## src/rtl/fsync_pkg.sv

```systemverilog
`timescale 1ns/1ps
package fsync_pkg;

  typedef enum logic [1:0] {
    ST_OOS  = 2'd0,
    ST_LOCK = 2'd1,
    ST_ERR  = 2'd2
  } fsync_state_e;

  // A criterion of zero behaves as one.
  function automatic int crit_floor(input int v);
    return (v < 1) ? 1 : v;
  endfunction

  // Frame position folded to a signed distance from the expected sync end.
  function automatic int grid_offset(input int pos, input int frame);
    return (pos > frame / 2) ? pos - frame : pos;
  endfunction

  // True when pos lies on the quat grid within +/- half_q quats.
  function automatic logic on_search_grid(input int pos, input int frame, input int half_q);
    int d;
    d = grid_offset(pos, frame);
    return ((d % 2) == 0) && (d <= 2 * half_q) && (d >= -2 * half_q);
  endfunction

endpackage

```

## src/rtl/fsync_corr.sv

```systemverilog
`timescale 1ns/1ps
module fsync_corr #(
  parameter int SYNC_W = 14,
  parameter int MW     = 4
) (
  input  logic              clk,
  input  logic              rst_n,
  input  logic              rx_bit,
  input  logic [SYNC_W-1:0] pat,
  output logic              exact,
  output logic [MW-1:0]     mcount
);
  logic [SYNC_W-1:0] sr_q;

  always_ff @(posedge clk) begin
    if (!rst_n) sr_q <= '0;
    else        sr_q <= {sr_q[SYNC_W-2:0], rx_bit};
  end

  always_comb begin
    mcount = '0;
    for (int i = 0; i < SYNC_W; i++)
      mcount = mcount + {{(MW-1){1'b0}}, ~(sr_q[i] ^ pat[i])};
    exact = (sr_q == pat);
  end
endmodule

```

## src/rtl/fsync_pos.sv

```systemverilog
`timescale 1ns/1ps
module fsync_pos #(
  parameter int FRAME_BITS = 64,
  parameter int PW         = 6
) (
  input  logic          clk,
  input  logic          rst_n,
  input  logic          realign,
  output logic [PW-1:0] fpos
);
  localparam logic [PW-1:0] LAST = PW'(FRAME_BITS - 1);

  always_ff @(posedge clk) begin
    if (!rst_n)         fpos <= '0;
    else if (realign)   fpos <= PW'(1);
    else if (fpos == LAST) fpos <= '0;
    else                fpos <= fpos + PW'(1);
  end
endmodule

```

## src/rtl/fsync_ctrl.sv

```systemverilog
`timescale 1ns/1ps
module fsync_ctrl
  import fsync_pkg::*;
#(
  parameter int FRAME_BITS = 64,
  parameter int PW         = 6,
  parameter int CW         = 4,
  parameter int MW         = 4
) (
  input  logic          clk,
  input  logic          rst_n,
  input  logic          exact,
  input  logic [MW-1:0] mcount,
  input  logic [MW-1:0] thresh,
  input  logic [PW-1:0] fpos,
  input  logic [CW-1:0] acq_crit,
  input  logic [CW-1:0] loss_crit,
  output fsync_state_e  state,
  output logic [CW-1:0] cnt,
  output logic          realign,
  output logic          win_hit
);
  fsync_state_e  state_d;
  logic [CW-1:0] cnt_d;
  logic          pend_q, pend_d, tol_q, tol_d;
  logic          at_exp, win_end, tol_met;
  int            acq_n, loss_n, cnt_i;

  always_comb begin
    acq_n   = crit_floor(int'(acq_crit));
    loss_n  = crit_floor(int'(loss_crit));
    cnt_i   = int'(cnt);
    at_exp  = (fpos == '0);
    win_end = (int'(fpos) == 2 * cnt_i);
    tol_met = (mcount >= thresh);
    win_hit = (state == ST_ERR) && exact && on_search_grid(int'(fpos), FRAME_BITS, cnt_i);

    state_d = state;
    cnt_d   = cnt;
    pend_d  = pend_q;
    tol_d   = tol_q;
    realign = 1'b0;

    unique case (state)
      ST_OOS: begin
        if (cnt == '0) begin
          if (exact) begin
            realign = 1'b1;
            if (acq_n == 1) state_d = ST_LOCK;
            else            cnt_d   = CW'(1);
          end
        end else if (at_exp) begin
          if (!exact)                  cnt_d = '0;
          else if (cnt_i + 1 >= acq_n) begin state_d = ST_LOCK; cnt_d = '0; end
          else                         cnt_d = CW'(cnt_i + 1);
        end
      end
      ST_LOCK: begin
        if (at_exp && !exact) begin
          pend_d = 1'b0;
          if (loss_n == 1) begin state_d = ST_OOS; cnt_d = '0; end
          else             begin state_d = ST_ERR; cnt_d = CW'(1); end
        end
      end
      ST_ERR: begin
        if (win_hit) begin
          realign = 1'b1;
          state_d = ST_LOCK;
          cnt_d   = '0;
        end else if (at_exp) begin
          pend_d = 1'b1;
          tol_d  = tol_met;
        end else if (pend_q && win_end) begin
          pend_d = 1'b0;
          if (!tol_q) begin
            if (cnt_i + 1 >= loss_n) begin state_d = ST_OOS; cnt_d = '0; end
            else                     cnt_d = CW'(cnt_i + 1);
          end
        end
      end
      default: begin
        state_d = ST_OOS;
        cnt_d   = '0;
      end
    endcase
  end

  always_ff @(posedge clk) begin
    if (!rst_n) begin
      state  <= ST_OOS;
      cnt    <= '0;
      pend_q <= 1'b0;
      tol_q  <= 1'b0;
    end else begin
      state  <= state_d;
      cnt    <= cnt_d;
      pend_q <= pend_d;
      tol_q  <= tol_d;
    end
  end
endmodule

```

## src/rtl/fsync_acq.sv

```systemverilog
`timescale 1ns/1ps
module fsync_acq
  import fsync_pkg::*;
#(
  parameter int SYNC_W     = 14,
  parameter int FRAME_BITS = 64,
  parameter int CW         = 4,
  parameter int MW         = $clog2(SYNC_W + 1),
  parameter int PW         = $clog2(FRAME_BITS)
) (
  input  logic              clk,
  input  logic              rst_n,
  input  logic              rx_bit,
  input  logic [SYNC_W-1:0] sync_pat,
  input  logic [MW-1:0]     match_thresh,
  input  logic [CW-1:0]     acq_crit,
  input  logic [CW-1:0]     loss_crit,
  output logic [1:0]        sync_state,
  output logic [CW-1:0]     state_cnt,
  output logic              frame_start
);
  logic          exact_w, realign_w, win_hit_w;
  logic [MW-1:0] mcount_w;
  logic [PW-1:0] fpos_w;
  fsync_state_e  state_w;

  fsync_corr #(.SYNC_W(SYNC_W), .MW(MW)) i_corr (
    .clk(clk), .rst_n(rst_n), .rx_bit(rx_bit), .pat(sync_pat),
    .exact(exact_w), .mcount(mcount_w)
  );

  fsync_pos #(.FRAME_BITS(FRAME_BITS), .PW(PW)) i_pos (
    .clk(clk), .rst_n(rst_n), .realign(realign_w), .fpos(fpos_w)
  );

  fsync_ctrl #(.FRAME_BITS(FRAME_BITS), .PW(PW), .CW(CW), .MW(MW)) i_ctrl (
    .clk(clk), .rst_n(rst_n), .exact(exact_w), .mcount(mcount_w),
    .thresh(match_thresh), .fpos(fpos_w), .acq_crit(acq_crit),
    .loss_crit(loss_crit), .state(state_w), .cnt(state_cnt),
    .realign(realign_w), .win_hit(win_hit_w)
  );

  assign sync_state  = state_w;
  assign frame_start = (state_w != ST_OOS) && (fpos_w == PW'(1));
endmodule

```

## config.mk

```make
export PLATFORM = sky130hd
export DESIGN_NAME = fsync_acq
export DESIGN_NICKNAME = d
export VERILOG_FILES = /design/src/rtl/fsync_pkg.sv /design/src/rtl/fsync_corr.sv /design/src/rtl/fsync_pos.sv /design/src/rtl/fsync_ctrl.sv /design/src/rtl/fsync_acq.sv
export SDC_FILE = /design/constraint.sdc
export NUM_CORES = 1
export LEC_CHECK = 0
export CORE_UTILIZATION = 59
export DETAILED_ROUTE_END_ITERATION = 8
export PLACE_DENSITY = 0.86
export RECOVER_POWER = 50
export SYNTH_ARGS = -nofsm -noshare
export SYNTH_HDL_FRONTEND = slang
export SYNTH_SLANG_ARGS = --single-unit
```

## constraint.sdc

```tcl
create_clock -name clk -period 9.1 [get_ports clk]
set_input_delay 1.365 -clock clk [delete_from_list [all_inputs] [get_ports clk]]
set_output_delay 1.365 -clock clk [all_outputs]
set_load 0.05 [all_outputs]
```

==> metrics.md <==
| Metric | Value |
|---|---|
| WP data arrival | slightly above 6000 ps |
| Clk root buf | clkbuf_8 |
| Share of cells above drive strength 1 | 5.862% |
| Sequential cell fraction of total power | 33.4% |
| Most frequent cells in the layout | ha_1, clkdlybuf4s50_1, dfxtp_1, inv_1, xor2_1 |
| Initial DRC Count | between 60 and 70 |
| Crit Path Category | in2reg |
| Status | completed |
| Post-route minimum period | between 5000 and 6000 ps |
| Max H-tree Level | 1 |
| Layout area overhead | 19.10% |
| IO Count | 36 |
| Placed inst area | 2706 µm² |
| # DRC | 0 |
| Avg WL per Cell | 14.10 µm |
| Ant diodes | 0 |
| Layout Nets | roughly 360 |
| Finished Layout Cells | 338 |
| WP data required | between 9000 and 10000 ps |
| Mean post-synth cell area | roughly 9 µm² |
| Die area | 4208 µm² |
| Clk buf depth | 2 |
| Design Area, Final | 2778 µm² |
| CTS Buf Count | 3 |
| Syn Nets | 330 |
| Drt pass-1 iters | 4 |
| WL final | roughly 4800 µm |
| Mapped Cells | 260 |
| Placed cells | 334 |
| Crit path from | sync_pat[0] |
| Pwr Density | 136.6 nW/µm² |
| Clock Power Share | 26.2% |
| Setup Viol. Count Final | 0 |
| Die H | 64.87 µm |
| Slew Viols, Final | 0 |
| Hpwl dp | approximately 3700 µm |
| Initial core utilization | a little over three fifths |
| Initial antenna violation count | 0 |
| GPL Wtd Cong | 0.8181 |
| R2r worst-path depth | 15 |
| WHS | 485.8 ps |
| Switching fraction of total power | 30.24% |
| Total grt overflow | 0 |
| Relative slew slack | 43.31% |
| Net Sw Power | 0.1147 mW |
| Max Fclk | between 150 and 200 MHz |
| Final ANT Viol Nets | 0 |
| Sequential share of the synthesized area | 24.03% |
| Overall global routing resource usage | 24.91% |
| Seq cells post-synth | 28 |
| Worst-Margin Slew | ~850 ps |
| Post-synth EDFFs | 0 |
| Total power | 0.3795 mW |
| Via density | 5.719 |
| Final Cycle Share | 65.12% |
| First-pass GRT wire length | ~8200 µm |
| Peak supply drop | 0.1108 mV |
| Setup WS pre-CTS | around 2900 ps |
| CP Max Fanout | 2 |
| R2R Setup Slk | 4380 ps |
| Max-cap violations | 0 |
| Chip Width | 64.87 µm |
| Core area | ~3700 µm² |
| Warnings from Yosys | 0 |
| RSZ-0062 raised after global routing | no |
| Pleak | approximately 1.2 nW |
| Top FF cell, synth | dfxtp_1 |
| Largest net degree at the start of global routing | 30 |
| Count of final hold-check violations | 0 |
| CTS tree | done |
| Layout Utilization | ~75% |
| Synth unique cells | 51 |
| Post-CTS Resized | 0 |
| Crit path launch type | input port |
| Worst r2r src | i_corr.sr_q[0] |
| Clock Skews | 6.010 ps |
| CP endpoint | i_ctrl.tol_q |
| CTS sink count | 28 |
| Setup bufs post-CTS | 0 |
| Combinational Power Share | 40.4% |
| Hold-fix buffers, CTS | 0 |
| CP Capture Type | register |
| Worst-path clk slew | 100 ps |
| Worst Hold Class | reg2reg |
| Internal Dissipation | 0.2647 mW |
| Post-synthesis async set-or-reset flop share | 0% |
| Setup slack after layout | 3174 ps |
| Most common cell after layout, fill and taps aside | ha_1 |
| Row count | 22 |
| Vias in the first global route | 1813 |
| Port Buf Inserts | 35 |
| Setup TNS | 0 ps |
| Cell area after synthesis | 2332 µm² |
| Worst flop-to-flop path endpoint | i_ctrl.tol_q |
| Clk Latency, worst-skew pair | 280 ps |
| Vias | ~1900 |
## worst max-delay path, stage by stage
cell	delay, ps
clkdlybuf4s50_1	420
xnor2_1	230
ha_1	280
inv_1	70
fa_1	450
fa_1	500
fa_1	520
fa_1	430
fa_1	420
fa_1	490
inv_1	40
ha_1	260
a21o_1	150
a21o_1	170
a211oi_1	240
nor3b_1	70
## synth_stat cells (4+ instances only)
library cell  instances  area (µm²)
a21o_1                4       30.03
a21oi_1               6       30.03
a31oi_1               8       50.05
and2_1               17       106.4
clkbuf_1              7       26.28
dfxtp_1              28       560.5
fa_1                  8       160.2
ha_1                 33       412.9
inv_1                27       101.4
nand2_1               7       26.28
nand2b_1              4       25.02
nand3_1               9       45.04
nor2_1               10       37.54
nor3_1                7       35.03
o211ai_1              4       30.03
o21ai_0               7       35.03
xnor2_1               8       70.07
xor2_1               15       131.4
## flip-flops by register name, indices dropped and copies added, names as in the netlist
register,flops
i_ctrl.pend_q,1
i_corr.sr_q,14
i_ctrl.tol_q,1
i_ctrl.state,2
i_pos.fpos,6
i_ctrl.cnt,4
## power by group through the flow
| stage | Sequential, mW | Combinational [mW] | Clock, mW |
|---|---|---|---|
| 2_1_floorplan | 0.129 | 0.116 | 0 |
| 3_3_place_gp | 0.130 | 0.144 | 0 |
| 3_5_place_dp | 0.130 | 0.154 | 0 |
| 5_1_grt | 0.127 | 0.176 | 0.106 |
| 6_report | 0.127 | 0.153 | 0.0993 |
| 4_1_cts | 0.127 | 0.155 | 0.101 |
## cell type report
| type | instances | area, µm² |
|---|---|---|
| clock inverters | 1 | 30.03 |
| repair buffers | 35 | 350.3 |
| clock buffers | 3 | 41.29 |
| fillers | 273 | 938.4 |
| well taps | 48 | 60.06 |
| inverters | 30 | 112.6 |
| multi-input cells | 193 | 1623 |
| flip-flops and latches | 28 | 560.5 |
## worst min-delay path by stage
stage                                from  slack, ps              end  cells after the start
after global placement     i_corr.sr_q[3]        450   i_corr.sr_q[4]                      1
final                     i_corr.sr_q[11]        490  i_corr.sr_q[12]                      1
after detailed placement  i_corr.sr_q[11]        460  i_corr.sr_q[12]                      1
after global routing      i_corr.sr_q[11]        510  i_corr.sr_q[12]                      1
after floorplan             i_ctrl.pend_q        440    i_ctrl.pend_q                      2
after CTS                 i_corr.sr_q[11]        490  i_corr.sr_q[12]                      1
## per-layer routing
layer  share of wire, %  global-route usage [%]  vias up
met5                  0                       0        -
met4               0.50                   6.667        0
met3                4.2                   6.162        4
met2                 47                   40.49       46
met1                 48                   32.57      927
li1                   -                       -      956
## cell families (layout without fill, tap and decap cells)
family	Yosys count	after routing	synth area share [%]
and+or+nand+nor	80	80	21.03
AOI/OAI and AO/OA	49	49	15.34
adders and majority gates	41	41	24.57
buffers and inverters	39	69	6.384
DFF	28	28	24.03
xor gates and xnor gates	23	23	8.638
No activity file was read; power rests on OpenSTA's default activity.
